### src/rtl/eii_pkg.sv
package eii_pkg;

  localparam logic [2:0] SEL_COMSKP  = 3'b100;
  localparam logic [2:0] SEL_TS      = 3'b101;
  localparam logic [2:0] SEL_EXIT_UI = 3'b110;
  localparam logic [2:0] SEL_EXIT_MS = 3'b111;

  localparam logic [1:0] RATE_G1 = 2'b00;
  localparam logic [1:0] RATE_G2 = 2'b01;

  typedef enum logic [1:0] {
    SRC_NONE,
    SRC_COMSKP,
    SRC_TS,
    SRC_EXIT
  } src_e;

  function automatic int unsigned ceil_div(input int unsigned num,
                                           input int unsigned den);
    if (den == 0) return 0;
    return (num + den - 1) / den;
  endfunction

  // Window length in clocks; zero means the condition is inactive.
  function automatic int unsigned window_clks(input logic [2:0] sel,
                                              input logic [1:0] rate,
                                              input int unsigned ms_clks,
                                              input int unsigned upc_g1,
                                              input int unsigned upc_g2);
    int unsigned upc;
    if (rate != RATE_G1 && rate != RATE_G2) return 0;
    upc = (rate == RATE_G1) ? upc_g1 : upc_g2;
    case (sel)
      SEL_COMSKP:  return ms_clks;
      SEL_TS:      return ceil_div(1280, upc);
      SEL_EXIT_UI: return (rate == RATE_G1) ? ceil_div(2000, upc) : ceil_div(16000, upc);
      SEL_EXIT_MS: return (rate == RATE_G1) ? ms_clks : 0;
      default:     return 0;
    endcase
  endfunction

  function automatic src_e window_src(input logic [2:0] sel);
    case (sel)
      SEL_COMSKP:               return SRC_COMSKP;
      SEL_TS:                   return SRC_TS;
      SEL_EXIT_UI, SEL_EXIT_MS: return SRC_EXIT;
      default:                  return SRC_NONE;
    endcase
  endfunction

  function automatic int unsigned max2(input int unsigned a, input int unsigned b);
    return (a > b) ? a : b;
  endfunction

  function automatic int unsigned max_window(input int unsigned ms_clks,
                                             input int unsigned upc_g1,
                                             input int unsigned upc_g2);
    int unsigned m;
    m = max2(ms_clks, ceil_div(1280, upc_g1));
    m = max2(m, ceil_div(1280, upc_g2));
    m = max2(m, ceil_div(2000, upc_g1));
    m = max2(m, ceil_div(16000, upc_g2));
    return m;
  endfunction

endpackage

### src/rtl/eii_sync.sv
module eii_sync #(
  parameter int W = 1
) (
  input  logic         clk,
  input  logic         rst,
  input  logic [W-1:0] d_async,
  output logic [W-1:0] q_sync
);
  logic [W-1:0] stage1;

  always_ff @(posedge clk) begin
    if (rst) begin
      stage1 <= '0;
      q_sync <= '0;
    end else begin
      stage1 <= d_async;
      q_sync <= stage1;
    end
  end
endmodule

### src/rtl/eii_window_sel.sv
module eii_window_sel
  import eii_pkg::*;
#(
  parameter int unsigned MS128_CLKS    = 32_000_000,
  parameter int unsigned UI_PER_CLK_G1 = 10,
  parameter int unsigned UI_PER_CLK_G2 = 20,
  parameter int          CNT_W         = 25
) (
  input  logic [2:0]       sel,
  input  logic [1:0]       rate,
  input  logic             comskp_stb,
  input  logic             ts_stb,
  input  logic             exit_stb,
  output logic             active,
  output logic [CNT_W-1:0] limit,
  output logic             qual_hit
);
  int unsigned clks;
  src_e        src;

  always_comb begin
    clks   = window_clks(sel, rate, MS128_CLKS, UI_PER_CLK_G1, UI_PER_CLK_G2);
    src    = window_src(sel);
    active = (clks != 0);
    limit  = CNT_W'(clks);
    case (src)
      SRC_COMSKP: qual_hit = comskp_stb;
      SRC_TS:     qual_hit = ts_stb;
      SRC_EXIT:   qual_hit = exit_stb;
      default:    qual_hit = 1'b0;
    endcase
  end
endmodule

### src/rtl/eii_window_cnt.sv
module eii_window_cnt #(
  parameter int CNT_W = 25
) (
  input  logic             clk,
  input  logic             rst,
  input  logic             active,
  input  logic             restart,
  input  logic [CNT_W-1:0] limit,
  output logic [CNT_W-1:0] cnt,
  output logic             pulse
);
  logic [CNT_W-1:0] limit_m1;
  logic             at_limit;

  assign limit_m1 = limit - 1'b1;
  assign at_limit = (cnt == limit);

  always_ff @(posedge clk) begin
    if (rst) begin
      cnt   <= '0;
      pulse <= 1'b0;
    end else begin
      pulse <= 1'b0;
      if (restart || !active) begin
        cnt <= '0;
      end else if (!at_limit) begin
        cnt <= cnt + 1'b1;
        if (cnt == limit_m1) pulse <= 1'b1;
      end
    end
  end
endmodule

### src/rtl/rx_idle_infer.sv
module rx_idle_infer
  import eii_pkg::*;
#(
  parameter int unsigned MS128_CLKS    = 32_000_000,
  parameter int unsigned UI_PER_CLK_G1 = 10,
  parameter int unsigned UI_PER_CLK_G2 = 20
) (
  input  logic       clk,
  input  logic       rst,
  input  logic [2:0] infer_sel,
  input  logic [1:0] link_rate,
  input  logic       os_comskp_seen,
  input  logic       os_ts_seen,
  input  logic       eidle_exit_seen,
  output logic       idle_inferred
);
  localparam int unsigned MAX_LIM = max_window(MS128_CLKS, UI_PER_CLK_G1, UI_PER_CLK_G2);
  localparam int          CNT_W   = $clog2(MAX_LIM + 1);

  logic [4:0]       cfg_async;
  logic [4:0]       cfg_sync;
  logic [4:0]       cfg_q;
  logic [2:0]       sel_sync;
  logic [1:0]       rate_sync;
  logic             cfg_chg;
  logic             qual_hit;
  logic             win_active;
  logic [CNT_W-1:0] win_limit;
  logic [CNT_W-1:0] win_cnt;
  logic             win_restart;

  assign cfg_async = {infer_sel, link_rate};

  eii_sync #(.W(5)) u_cfg_sync (
    .clk     (clk),
    .rst     (rst),
    .d_async (cfg_async),
    .q_sync  (cfg_sync)
  );

  assign sel_sync  = cfg_sync[4:2];
  assign rate_sync = cfg_sync[1:0];

  always_ff @(posedge clk) begin
    if (rst) cfg_q <= '0;
    else     cfg_q <= cfg_sync;
  end

  assign cfg_chg = (cfg_q != cfg_sync);

  eii_window_sel #(
    .MS128_CLKS    (MS128_CLKS),
    .UI_PER_CLK_G1 (UI_PER_CLK_G1),
    .UI_PER_CLK_G2 (UI_PER_CLK_G2),
    .CNT_W         (CNT_W)
  ) u_sel (
    .sel        (sel_sync),
    .rate       (rate_sync),
    .comskp_stb (os_comskp_seen),
    .ts_stb     (os_ts_seen),
    .exit_stb   (eidle_exit_seen),
    .active     (win_active),
    .limit      (win_limit),
    .qual_hit   (qual_hit)
  );

  assign win_restart = cfg_chg | qual_hit;

  eii_window_cnt #(.CNT_W(CNT_W)) u_cnt (
    .clk     (clk),
    .rst     (rst),
    .active  (win_active),
    .restart (win_restart),
    .limit   (win_limit),
    .cnt     (win_cnt),
    .pulse   (idle_inferred)
  );
endmodule

### config.mk
export PLATFORM = sky130hd
export DESIGN_NAME = rx_idle_infer
export DESIGN_NICKNAME = d
export VERILOG_FILES = /design/src/rtl/eii_pkg.sv /design/src/rtl/eii_sync.sv /design/src/rtl/eii_window_sel.sv /design/src/rtl/eii_window_cnt.sv /design/src/rtl/rx_idle_infer.sv
export SDC_FILE = /design/constraint.sdc
export NUM_CORES = 1
export LEC_CHECK = 0
export BUFFER_PORTS_ARGS = -buffer_cell sky130_fd_sc_hd__buf_2
export CAP_MARGIN = 20
export CELL_PAD_IN_SITES_DETAIL_PLACEMENT = 1
export CELL_PAD_IN_SITES_GLOBAL_PLACEMENT = 1
export CORE_MARGIN = 4
export CORE_UTILIZATION = 48
export CTS_CLUSTER_SIZE = 16
export DETAILED_ROUTE_END_ITERATION = 7
export GPL_TIMING_DRIVEN = 0
export PLACE_DENSITY = 0.79
export SLEW_MARGIN = 15
export SYNTH_ARGS = -nofsm -noshare
export SYNTH_HDL_FRONTEND = slang
export SYNTH_HIERARCHICAL = 1
export SYNTH_SLANG_ARGS = --single-unit
### constraint.sdc
create_clock -name clk -period 3.5 [get_ports clk]
set_input_delay 0.35 -clock clk [delete_from_list [all_inputs] [get_ports clk]]
set_output_delay 0.35 -clock clk [all_outputs]
set_load 0.005 [all_outputs]
# After elaboration in Yosys (flattened, before gate mapping)
# Cells that the tools add are included.
dict set report word_totals {
  latchBits 0
  romBits 0
  mem_count 0
  register_bits 41
  ramBits 0
}
dict set report classes {
  div 3
  n_mul 0
  add_sub_neg 8
  magnitude_cmp 0
  reduce_logical 10
  n_shift 0
  bitwise_logic 1
  muxes 17
  n_eq_ne 11
}
# operator count
set ops {}
lappend ops {{$mux 32} 5}
lappend ops {{$pmux 32 s4} 1}
lappend ops {{$div 32x32->32} 3}
lappend ops {{$sub 32x1->32 const B} 3}
lappend ops {{$add 11x32->32 const A} 2}
lappend ops {{$eq 25x25->1} 2}
lappend ops {{$add 14x32->32 const A} 1}
lappend ops {{$logic_not 32->1} 1}
lappend ops {{$reduce_bool 32->1} 1}
lappend ops {{$add 25x1->25 const B} 1}
lappend ops {{$mux 25} 1}
lappend ops {{$sub 25x1->25 const B} 1}
lappend ops {{$eq 3x3->1 const B} 4}
lappend ops {{$mux 1} 7}
lappend ops {{$pmux 2 s3} 1}
lappend ops {{$mux 5} 1}
lappend ops {{$ne 5x5->1} 1}
lappend ops {{$eq 2x2->1 const B} 2}
lappend ops {{$reduce_or 2->1} 2}
lappend ops {{$pmux 1 s3} 1}
lappend ops {{$reduce_or 3->1} 1}
lappend ops {{$eq 2x1->1 const B} 1}
lappend ops {{$logic_not 2->1} 1}
lappend ops {{$ne 2x1->1 const B} 1}
lappend ops {{5 further kinds} 5}

# Longest topological paths before layout
# Gate-level depths: netlist (run 1).
dict set report logic_depth {
  ltp_word 14
  depth_mapped 12
  ltp_nobuf 9
}

# Hierarchy
# The synthesis (run 1) kept the hierarchy.
# mod area_each_um2 n_inst cells_per_inst
set by_module_without_submodules {}
lappend by_module_without_submodules {eii_window_cnt 2381.0 1 294}
lappend by_module_without_submodules {eii_window_sel 286.5 1 39}
lappend by_module_without_submodules {eii_sync 262.8 1 20}
lappend by_module_without_submodules {rx_idle_infer 187.7 1 17}

# Worst setup path after synthesis (run 1)
# OpenSTA, ideal clock, no wires.
dict set report synth_path {
  kind {reg2reg}
  from {register u_cfg_sync.q_sync[2]}
  to {register u_cnt.cnt[1]}
  required_time_ps 3372
  path_slack_ps 518
  period_less_slack_ps 2982
  stages_incl_launch_ff 12
  setup_time_ps 128
  arrival_time_ps 2855
  cell_sequence {dfxtp_1 > buf_6 > or2_2 > a21oi_1 > buf_4 > xnor2_1 > nand4_1 > nor4_4 > buf_4 > and2_1 > mux2i_1 > nor2_1}
}
dict set report synth_between {
  word_cells_on_any_way 19
  cone_classes {eq/ne: 9; mux: 4; bitwise: 1; reduce/logical: 5}
}
# item line_no
set synth_rtl {}
lappend synth_rtl {{start, declared} eii_sync.sv:7} ;# output logic [W-1:0] q_sync
lappend synth_rtl {{start signal, assigned} eii_sync.sv:17} ;# q_sync <= stage1;
lappend synth_rtl {{$eq 3x3->1} eii_pkg.sv:33} ;# case (sel)
lappend synth_rtl {{$pmux 32 s4 (*)} eii_pkg.sv:33}
lappend synth_rtl {{$mux 32 (*)} eii_pkg.sv:32} ;# upc = (rate == RATE_G1) ? upc_g1 : upc_g2;
lappend synth_rtl {{net win_limit[11]} rx_idle_infer.sv:28} ;# logic [CNT_W-1:0] win_limit;
lappend synth_rtl {{$reduce_bool 32->1} eii_window_sel.sv:24} ;# active = (clks != 0);
lappend synth_rtl {{$logic_not 1->1} eii_window_cnt.sv:24} ;# if (restart || !active) begin
lappend synth_rtl {{$logic_or 1x1->1} eii_window_cnt.sv:24}
lappend synth_rtl {{$reduce_or 2->1 (no source line)} --}
lappend synth_rtl {{end signal, assigned} eii_window_cnt.sv:27} ;# cnt <= cnt + 1'b1;
lappend synth_rtl {{end, declared} eii_window_cnt.sv:9} ;# output logic [CNT_W-1:0] cnt,
# The timed path passes the listed nets; every way through them passes the cells marked *.
# A chain may end at the register's enable or synchronous reset.

# Worst setup path after layout (run 1)
dict set report layout_path {
  from {register u_cfg_sync.q_sync[2]}
  to {register u_cnt.pulse}
}
dict set report layout_between {
  elab_chain_len 8
  word_cells_on_any_way 22
  cone_classes {add/sub: 1; eq/ne: 10; mux: 5; bitwise: 1; reduce/logical: 5}
}
# item line_no
set layout_rtl {}
lappend layout_rtl {{$eq 3x3->1} eii_pkg.sv:43} ;# case (sel)
lappend layout_rtl {{$reduce_or 2->1} eii_pkg.sv:43}
lappend layout_rtl {{$pmux 2 s3 (*)} eii_pkg.sv:43}
lappend layout_rtl {{$eq 2x2->1 / $eq 2x1->1 (equally long branches)} eii_window_sel.sv:26} ;# case (src)
lappend layout_rtl {{$pmux 1 s3 (*)} eii_window_sel.sv:26}
lappend layout_rtl {{net qual_hit} rx_idle_infer.sv:26} ;# logic qual_hit;
lappend layout_rtl {{$or 1x1->1 (*)} rx_idle_infer.sv:67} ;# assign win_restart = cfg_chg | qual_hit;
lappend layout_rtl {{net win_restart} rx_idle_infer.sv:30} ;# logic win_restart;
lappend layout_rtl {{$logic_or 1x1->1 (*)} eii_window_cnt.sv:24}
lappend layout_rtl {{$reduce_or 3->1 (no source line) (*)} --}
lappend layout_rtl {{end signal, assigned} eii_window_cnt.sv:21} ;# pulse <= 1'b0;
lappend layout_rtl {{end signal, assigned} eii_window_cnt.sv:23} ;# pulse <= 1'b0;
lappend layout_rtl {{end signal, assigned} eii_window_cnt.sv:28} ;# if (cnt == limit_m1) pulse <= 1'b1;
lappend layout_rtl {{end, declared} eii_window_cnt.sv:10} ;# output logic pulse
# Marked as above.

==> results of run 1 <==
## metal layers
layer  GRT usage (%)  wire (um)
met4            5.91        115
met5               0          0
met2            39.9       4010
met1            31.3       3850
met3            2.23        234
## cell families after synthesis
kind of cell / after synthesis / synth area share (%)
AOI/OAI and AO/OA: 58 / 15.3
xor gates and xnor gates: 55 / 15.4
adders and majority gates: 2 / 0.802
buffers and inverters: 49 / 10.1
DFF: 41 / 26.3
muxes: 4 / 1.32
other: 1 / 0.120
and+or+nand+nor: 160 / 30.6
## power groups by stage
stage	clock network [mW]	registers (mW)	logic, mW
finish	0.387	0.478	0.134
CTS	0.398	0.478	0.127
global route	0.420	0.479	0.150
detailed placement	0	0.489	0.126
floorplan	0	0.487	0.102
global placement	0	0.489	0.122
## critical path, delay by kind of cell, from the launching register on
| family | cells | cell delay, ns |
|---|---|---|
| multiplexers | 1 | 0.33 |
| AO/OA/AOI/OAI | 2 | 0.45 |
| buffers and inverters | 2 | 0.37 |
| AND/OR/NAND/NOR | 6 | 1.59 |
| flip-flops | 1 | 0.39 |
## cell type report
cell class	instances	area, um2
Buffer	41	284
Clock buffer	5	68.8
Clock inverter	3	43.8
Fill cell	797	2870
Inverter	8	30.0
Multi-Input combinational cell	291	2050
Sequential cell	41	821
Tap cell	77	96.3
Timing Repair Buffer	11	55.1
## worst paths after layout
| path | end | cells after the start |
|---|---|---|
| hold reg to reg | u_cfg_sync/q_sync[1] | 1 |
| setup reg to reg | u_cnt/pulse | 11 |
| setup / recovery | u_cnt/pulse | 11 |
| hold / removal | u_cfg_sync/stage1[4] | 2 |
## layout by cell type (no fill, tap or decap), types with 3 or more instances in the layout
cell | Yosys | final
a211oi_1 | 8 | 8
a21o_1 | 3 | 3
a21oi_1 | 12 | 10
a31oi_1 | 4 | 4
a41o_1 | 3 | 3
and2_1 | 3 | 3
buf_2 | 5 | 16
buf_4 | 22 | 22
buf_6 | 4 | 4
clkbuf_1 | 9 | 9
clkbuf_8 | 0 | 5
conb_1 | 1 | 12
dfxtp_1 | 41 | 41
inv_1 | 8 | 8
mux2i_1 | 3 | 3
nand2_1 | 21 | 21
nand2b_1 | 4 | 4
nand3_1 | 17 | 17
nand3b_1 | 5 | 5
nand4_1 | 15 | 15
nor2_1 | 31 | 31
nor2b_1 | 16 | 16
nor3_1 | 7 | 7
nor3b_1 | 3 | 3
nor4_1 | 8 | 8
o21ai_0 | 5 | 5
o31ai_1 | 3 | 3
or3_1 | 6 | 6
xnor2_1 | 37 | 37
xor2_1 | 18 | 18
## sequential cells by signal (all words and copies together), names as in the netlist
register and flops:
u_cfg_sync/stage1 5, u_cfg_sync/q_sync 5, cfg_q 5, u_cnt/cnt 25, u_cnt/pulse 1
==> impl_metrics.csv, run 1 <==
group,metric,value,unit
outcome,status,"finished clean",
min_path,hp-start,"infer_sel[2]",
setup_path,worst_ep_arrival_time,3.45,ns
power,vdd_drop_max,0.199,mV
synthesis,yosysTopAreaCell,"dfxtp_1",
setup_path,crit_path_top_delay_cell,"dfxtp_1",
clock_network,htree_levels,2,
clock_network,cts_tree,"done",
final_layout,layout.cells.non_filler,477,
setup_path,cp.required,3.71,ns
sta,relSlewSlack,32.5,%
global_route,grt_pass1_vias,2754,
clock_network,clock_latency,0.30,ns
route,drc_errors,0,
synthesis,synth_area_per_cell,8.43,um2
synthesis,yosysMostFrequentCell,"dfxtp_1",
sta,fin_tns_setup,0,ns
synthesis,synth_cell_types,61,
final_layout,final_nets,411,
global_route,antenna_found_initial,0,
power,switching_power,252,uW
placement,pre_cts_ws,-0.164,ns
route,via_per_inst,5.79,
placement,place.port_buffers,10,
clock_network,cts.path.max_buffers,2,
global_route,grt_pass1_wl,14.1,mm
setup_path,crit_fanout,9,
power,switching_share,25.2,%
floorplanning,num_rows,29,
synthesis,synth_area_leaders,"dfxtp_1, xnor2_1, buf_4",
setup_path,slowest_delay,0.39,ns
setup_path,worst_setup_path_start_kind,"register",
floorplanning,ioPinCount,11,
floorplanning,coreArea,6310,um2
sta,setup_viol,0,
route,drtAntennaViolNets,0,
power,p_int,748,uW
floorplanning,dieArea,7850,um2
setup_path,path_cells,"buf_6 -> mux2_2 -> o211a_1 -> or3_1 -> or3b_1 -> clkbuf_1 -> nor3_1 -> nand3_1 -> a2111oi_4 -> nand4_1 -> nor4_2",
job,cap_violations,0,
synthesis,synth_top_area_share,26.3,%
route,drtIter0Drc,68,
global_route,grt.overflow.total,0,
clock_network,postCtsHoldBufs,0,
power,cellLeakagePower,1.26,nW
final_layout,post-route-util,54.6,%
synthesis,synthArstFlopShare,0,%
global_route,track_usage,23.3,%
min_path,hold_class,"primary input to register",
clock_network,clock_sinks,41,
floorplanning,start_util,49.4,%
clock_network,path_clk_slew,0.09,ns
sta,finalCritPeriodShare,92.7,%
setup_path,reg2reg_from,"u_cfg_sync/q_sync[2]",
placement,gp_congestion,0.878,
final_layout,fin_area,3440,um2
route,postRouteWirelength,8.21,mm
final_layout,area_delta_synth_final,10.5,%
synthesis,yosys-top-cells-count,"dfxtp_1, xnor2_1, nor2_1, buf_4, nand2_1",
power,clkPwrFrac,38.8,%
power,combinationalPowerShare,13.4,%
synthesis,synth_seq_cells,41,
sta,hold_viol_final,0,
power,power.density,290,nW/um2
sta,rsz0062_at_grt,"no",
power,pwr-share-seq,47.8,%
clock_network,post-cts-setup-buffers,0,
route,drt-wirelength-per-cell,17.2,um
synthesis,ys_warn_count,6,
floorplanning,die_width,88.6,um
final_layout,antennaDiodeCount,0,
setup_path,end_kind,"register",
global_route,grt_max_degree,18,
sta,worst_slack,0.257,ns
sta,holdWs,0.251,ns
sta,skew,0.0117,ns
route,routed-via-count,2762,
sta,period_minus_slack,3.24,ns
floorplanning,die_height,88.6,um
placement,post_dp_cell_area,3310,um2
sta,timing.fmax,308,MHz
sta,drv_slew,0,
synthesis,synthesis.area,3120,um2
power,power,1000,uW
clock_network,cts_root_buffer,"clkbuf_8",
setup_path,crit_type,"register to register",
setup_path,cp-startpoint,"u_cfg_sync/q_sync[2]",
synthesis,ys_seq_area_share,26.3,%
final_layout,drive_above_1_share,18.0,%
synthesis,synth_edf_count,0,
route,firstDrtPassIters,4,
placement,detailed_place_hpwl,6.41,mm
synthesis,synth_ff_type,"dfxtp_1",
clock_network,cts_resized,1,
sta,worst_pin_slew,1.01,ns
synthesis,synthCells,370,
clock_network,cts_buffers,5,
setup_path,r2r_setup_slack,0.26,ns
placement,dp.cells,469,
Note: power is estimated with default switching activity, not from simulation.
==> run 2, diff against run 1 <==
--- a/config.mk
+++ b/config.mk
@@ -9,12 +9,11 @@
 export CAP_MARGIN = 20
 export CELL_PAD_IN_SITES_DETAIL_PLACEMENT = 1
 export CELL_PAD_IN_SITES_GLOBAL_PLACEMENT = 1
-export CORE_MARGIN = 4
-export CORE_UTILIZATION = 48
+export CORE_UTILIZATION = 43
 export CTS_CLUSTER_SIZE = 16
 export DETAILED_ROUTE_END_ITERATION = 7
 export GPL_TIMING_DRIVEN = 0
-export PLACE_DENSITY = 0.79
+export PLACE_DENSITY = 0.75
 export SLEW_MARGIN = 15
 export SYNTH_ARGS = -nofsm -noshare
 export SYNTH_HDL_FRONTEND = slang
==> constraint.sdc (replaced) <==
create_clock -name clk -period 2.8 [get_ports clk]
set_input_delay 0.28 -clock clk [delete_from_list [all_inputs] [get_ports clk]]
set_output_delay 0.28 -clock clk [all_outputs]
set_load 0.005 [all_outputs]
==> impl_metrics.csv, run 2 (synthesis results as in run 1) <==
group,metric,value,unit
placement,detailed_place_hpwl,6.41,mm
route,postRouteWirelength,9.96,mm
sta,setup_viol,17,
power,power.density,308,nW/um2
floorplanning,start_util,45.1,%
placement,gp_congestion,0.839,
final_layout,final_cell_mix,"dfxtp_1, xnor2_1, buf_4",
clock_network,htree_levels,2,
clock_network,cts.path.max_buffers,2,
sta,timing.fmax,329,MHz
clock_network,cts_tree,"done",
final_layout,drive_above_1_share,29.2,%
route,top_layer_used,"met4",
sta,finalCritPeriodShare,109,%
setup_path,crit_type,"register to register",
setup_path,end_kind,"register",
setup_path,worst_setup_path_start_kind,"register",
final_layout,regMostFlops,"u_cnt/cnt",
route,drtIter0Drc,106,
sta,worst_slack,-0.240,ns
clock_network,path_clk_slew,0.09,ns
global_route,grt_max_degree,18,
final_layout,antennaDiodeCount,0,
route,met1_length,4.33,mm
route,firstDrtPassIters,4,
placement,place.port_buffers,10,
clock_network,cts_buffers,5,
setup_path,crit_path_top_delay_cell,"or3b_4",
final_layout,final_common_cell,"dfxtp_1",
floorplanning,dieArea,7600,um2
clock_network,postCtsHoldBufs,0,
final_layout,fin_area,3930,um2
route,drc_errors,0,
final_layout,final_nets,432,
floorplanning,num_rows,30,
global_route,grt_pass1_wl,15.4,mm
setup_path,cp.required,2.98,ns
sta,period_minus_slack,3.04,ns
final_layout,post-route-util,56.9,%
sta,fin_tns_setup,-0.904,ns
outcome,violations,"setup timing",
sta,worst_pin_slew,0.634,ns
route,via_per_inst,5.62,
route,drtAntennaViolNets,0,
sta,rsz0062_at_grt,"yes",
final_layout,largest_register_ff_count,25,
floorplanning,ioPinCount,11,
final_layout,area_delta_synth_final,26.0,%
placement,post_dp_cell_area,3350,um2
job,cap_violations,0,
setup_path,crit_fanout,4,
clock_network,clock_latency,0.30,ns
sta,drv_slew,0,
global_route,grt_pass1_vias,3026,
power,cellLeakagePower,1.42,nW
outcome,status,"finished with violations",
global_route,grt.overflow.total,0,
sta,holdWs,0.183,ns
route,wl_met3,305,um
route,drt-wirelength-per-cell,19.3,um
floorplanning,die_width,87.2,um
power,vdd_drop_max,0.374,mV
sta,relSlewSlack,57.4,%
setup_path,path_cells,"buf_6 -> mux2_4 -> o211a_1 -> or3_1 -> or3b_4 -> nor3_4 -> nand3_2 -> a2111oi_4 -> nand4_1 -> nor4_2",
global_route,track_usage,26.4,%
setup_path,worst_ep_arrival_time,3.22,ns
route,wl_met2,5.05,mm
global_route,antenna_found_initial,0,
clock_network,clock_sinks,41,
sta,skew,0.00444,ns
route,routed-via-count,2904,
sta,hold_viol_final,0,
floorplanning,coreArea,6910,um2
setup_path,slowest_delay,0.43,ns
clock_network,cts_root_buffer,"clkbuf_8",
power,power,1.21,mW
floorplanning,die_height,87.2,um
min_path,hold_class,"primary input to register",
[run 2: final timing paths]
path | slack (ns) | start | cells after the start | to
setup / recovery | -0.24 | u_cfg_sync/q_sync[2] | 10 | u_cnt/pulse
hold / removal | 0.18 | link_rate[0] | 2 | u_cfg_sync/stage1[0]
setup reg to reg | -0.24 | u_cfg_sync/q_sync[2] | 10 | u_cnt/pulse
hold reg to reg | 0.45 | u_cfg_sync/stage1[0] | 1 | u_cfg_sync/q_sync[0]
[run 2: layout make-up]
class,count,area (um2)
Fill cell,855,2980
Multi-Input combinational cell,292,2300
Sequential cell,41,825
Timing Repair Buffer,35,284
Buffer,37,282
Tap cell,96,120
Clock buffer,5,68.8
Inverter,8,30.0
Clock inverter,3,22.5
[run 2: critical path, delay by kind of cell, from the launching register on]
kind                   cells  cell delay (ns)
buffers and inverters      1             0.11
flip-flops                 1             0.36
AO/OA/AOI/OAI              2             0.45
multiplexers               1             0.29
AND/OR/NAND/NOR            6             1.69
[run 2: per-layer routing]
layer | up-vias | GRT usage [%]
met3 | 24 | 2.94
met2 | 55 | 45.5
li1 | 1399 | -
met4 | 0 | 9.99
met1 | 1426 | 34.1
met5 | - | 0
[run 2: repair_timing]
action	in CTS	in global routing
gates cloned	1	0
setup buffers	19	5
gates resized for setup	33	23
endpoints found under the setup margin	26	26
pin swaps	15	14
[run 2: through the flow]
| stage | cells | worst slack [ns] |
|---|---|---|
| after floorplan | 381 | 0.0173 |
| after global placement | 487 | -0.567 |
| after detailed placement | 488 | -0.624 |
| after CTS | 515 | -0.182 |
| after global routing | 517 | -0.387 |
| final | 517 | -0.240 |
[run 2: report_power, final]
part / switching (mW) / internal (mW)
clock network: 0.226 / 0.177
registers: 0.00632 / 0.592
logic: 0.111 / 0.0984
total: 0.343 / 0.867
==> run 3, diff against run 2 <==
--- a/config.mk
+++ b/config.mk
@@ -5,15 +5,18 @@
 export SDC_FILE = /design/constraint.sdc
 export NUM_CORES = 1
 export LEC_CHECK = 0
+export ABC_AREA = 1
 export BUFFER_PORTS_ARGS = -buffer_cell sky130_fd_sc_hd__buf_2
 export CAP_MARGIN = 20
 export CELL_PAD_IN_SITES_DETAIL_PLACEMENT = 1
 export CELL_PAD_IN_SITES_GLOBAL_PLACEMENT = 1
-export CORE_UTILIZATION = 43
+export CORE_ASPECT_RATIO = 1.2
+export CORE_UTILIZATION = 40
+export CTS_BUF_LIST = sky130_fd_sc_hd__clkbuf_4 sky130_fd_sc_hd__clkbuf_8
 export CTS_CLUSTER_SIZE = 16
 export DETAILED_ROUTE_END_ITERATION = 7
 export GPL_TIMING_DRIVEN = 0
-export PLACE_DENSITY = 0.75
+export PLACE_DENSITY = 0.78
 export SLEW_MARGIN = 15
 export SYNTH_ARGS = -nofsm -noshare
 export SYNTH_HDL_FRONTEND = slang
==> impl_metrics.csv, run 3 <==
group,metric,value,unit
power,combinationalPowerShare,13.7,%
global_route,grt_max_degree,15,
final_layout,final_nets,663,
setup_path,regToRegEndpoint,"u_cnt/cnt[14]",
setup_path,worst_ep_arrival_time,2.77,ns
setup_path,cp.required,3.02,ns
floorplanning,num_rows,36,
min_path,hold_class,"primary input to register",
sta,drv_slew,0,
placement,detailed_place_hpwl,8.82,mm
clock_network,cts_buffers,5,
job,cap_violations,0,
floorplanning,start_util,41.8,%
route,firstDrtPassIters,4,
power,vdd_drop_max,0.399,mV
clock_network,htree_levels,2,
final_layout,register_area,822,um2
sta,hold_viol_final,0,
synthesis,ys_warn_count,6,
route,postRouteWirelength,10.5,mm
sta,finalCritPeriodShare,90.7,%
global_route,antenna_found_initial,0,
sta,period_minus_slack,2.54,ns
route,drtIter0Drc,83,
sta,skew,0.00835,ns
final_layout,multi_input_area,2080,um2
final_layout,antennaDiodeCount,0,
power,cellLeakagePower,1.78,nW
placement,gp_congestion,0.919,
final_layout,final_common_cell,"nand2_1",
floorplanning,coreArea,8240,um2
setup_path,crit_type,"register to register",
synthesis,yosys-top-cells-count,"nand2_1, inv_1, nor2_1, dfxtp_1, nand3_1",
route,routed-via-count,3691,
sta,relSlewSlack,64.9,%
final_layout,final_cell_mix,"nand2_1, inv_1, nor2_1",
clock_network,path_clk_slew,0.08,ns
clock_network,cts_tree,"done",
synthesis,synthArstFlopShare,0,%
floorplanning,dieArea,8990,um2
global_route,track_usage,25.1,%
power,pwr-share-seq,47.5,%
final_layout,regMostFlops,"u_cnt/cnt",
global_route,grt_pass1_wl,17.5,mm
floorplanning,die_height,104,um
synthesis,ys_seq_area_share,23.8,%
sta,holdWs,0.173,ns
global_route,grt_pass1_vias,3799,
min_path,hp-start,"infer_sel[1]",
final_layout,largest_register_ff_count,25,
synthesis,synthesis.area,3450,um2
final_layout,fillCellCount,1224,
power,p_int,925,uW
final_layout,area_delta_synth_final,10.5,%
clock_network,clock_sinks,41,
power,switching_power,338,uW
sta,setup_viol,0,
placement,place.port_buffers,10,
power,power.density,332,nW/um2
synthesis,synth_ff_type,"dfxtp_1",
sta,worst_slack,0.259,ns
synthesis,synth_edf_count,0,
clock_network,cts_root_buffer,"clkbuf_8",
route,drc_errors,0,
synthesis,synth_seq_cells,41,
final_layout,drive_above_1_share,9.66,%
synthesis,yosysTopAreaCell,"dfxtp_1",
floorplanning,ioPinCount,11,
synthesis,yosysMostFrequentCell,"nand2_1",
setup_path,r2r_setup_slack,0.26,ns
power,clkPwrFrac,38.8,%
clock_network,postCtsHoldBufs,0,
synthesis,synthCells,622,
synthesis,synth_cell_types,32,
synthesis,synth_area_leaders,"dfxtp_1, nand2_1, inv_1",
sta,timing.fmax,394,MHz
setup_path,end_kind,"register",
min_path,holdPathEnd,"u_cfg_sync/stage1[3]",
min_path,min_delay_path_depth,3,
power,switching_share,26.8,%
placement,pre_cts_ws,0.240,ns
global_route,grt.overflow.total,0,
outcome,status,"finished clean",
synthesis,synth_top_area_share,23.8,%
route,via_per_inst,4.82,
setup_path,worst_setup_path_start_kind,"register",
synthesis,synth_area_per_cell,5.54,um2
sta,worst_pin_slew,0.526,ns
clock_network,cts.path.max_buffers,2,
sta,fin_tns_setup,0,ns
clock_network,clock_latency,0.31,ns
floorplanning,die_width,86.7,um
route,drt-wirelength-per-cell,13.7,um
setup_path,worst-r2r-cell-count,16,
route,drtAntennaViolNets,0,
setup_path,reg2reg_from,"u_cfg_sync/q_sync[3]",
setup_path,crit_fanout,10,
-- run 3: kinds of logic after synthesis --
family,Yosys count,share of synthesized area (%)
compound gates,39,5.88
other cells,1,0.109
buf+inv,130,17.1
fa+ha+maj,2,0.726
flops,41,23.8
simple gates,388,47.1
xor+xnor,21,5.34
-- run 3: layout make-up --
| class | instances | area share [%] |
|---|---|---|
| tap | 114 | 3.75 |
| clock buffer | 5 | 1.81 |
| inverter | 103 | 10.3 |
| sequential | 41 | 21.6 |
| multi-input combinational | 462 | 54.6 |
| clock inverter | 3 | 1.22 |
| timing repair buffer | 11 | 1.51 |
| buffer | 27 | 5.29 |
-- run 3: per-stage QoR --
step	total power [mW]	cell area, um2	utilization, %	std cells
global route	1.33	3810	46.2	766
global placement	0.774	3680	44.6	757
CTS	1.27	3790	46.0	765
detailed placement	0.780	3680	44.6	757
finish	1.26	3810	46.2	766
floorplan	0.742	3490	-	633
-- run 3: worst max path at each step --
stage	cells after the start	end	slack (ns)	from
2_1_floorplan	12	u_cnt/cnt[0]	0.72	u_cfg_sync/q_sync[3]
3_3_place_gp	20	u_cnt/pulse	0.29	u_cfg_sync/q_sync[4]
3_5_place_dp	18	u_cnt/cnt[14]	0.24	u_cfg_sync/q_sync[4]
4_1_cts	18	u_cnt/cnt[14]	0.18	u_cfg_sync/q_sync[4]
5_1_grt	18	u_cnt/cnt[23]	-0.004	u_cfg_sync/q_sync[3]
6_report	16	u_cnt/cnt[14]	0.26	u_cfg_sync/q_sync[3]
-- run 3: layer usage --
layer	track usage, %	vias up	part of all wire (%)
met3	3.03	18	2.2
met4	9.05	0	2.4
met2	43.0	35	50
li1	-	1914	-
met1	31.8	1724	46
met5	0	-	0
-- run 3: critical path, cell delays in order, from the launching register on --
cell,delay (ns)
dfxtp_1,0.43
inv_2,0.10
nand3_1,0.10
nand2_1,0.06
nand2_1,0.11
clkinvlp_4,0.20
buf_4,0.19
xnor2_1,0.27
nand2_1,0.09
nor2_1,0.10
nand2_1,0.06
nor2_1,0.12
nand2_2,0.11
inv_2,0.14
buf_6,0.17
nand2_1,0.06
a21oi_1,0.15
-- run 3: timing repair --
| action | CTS | global route |
|---|---|---|
| setup endpoints to repair | 0 | 10 |
| buffers inserted | 0 | 1 |
| resized for setup | 0 | 2 |
-- run 3: power groups by stage --
stage	combinational (mW)	sequential [mW]	clock [mW]
final	0.173	0.600	0.490
after global routing	0.197	0.601	0.531
after CTS	0.167	0.600	0.502
after detailed placement	0.166	0.614	0
after global placement	0.161	0.613	0
after floorplan	0.131	0.611	0
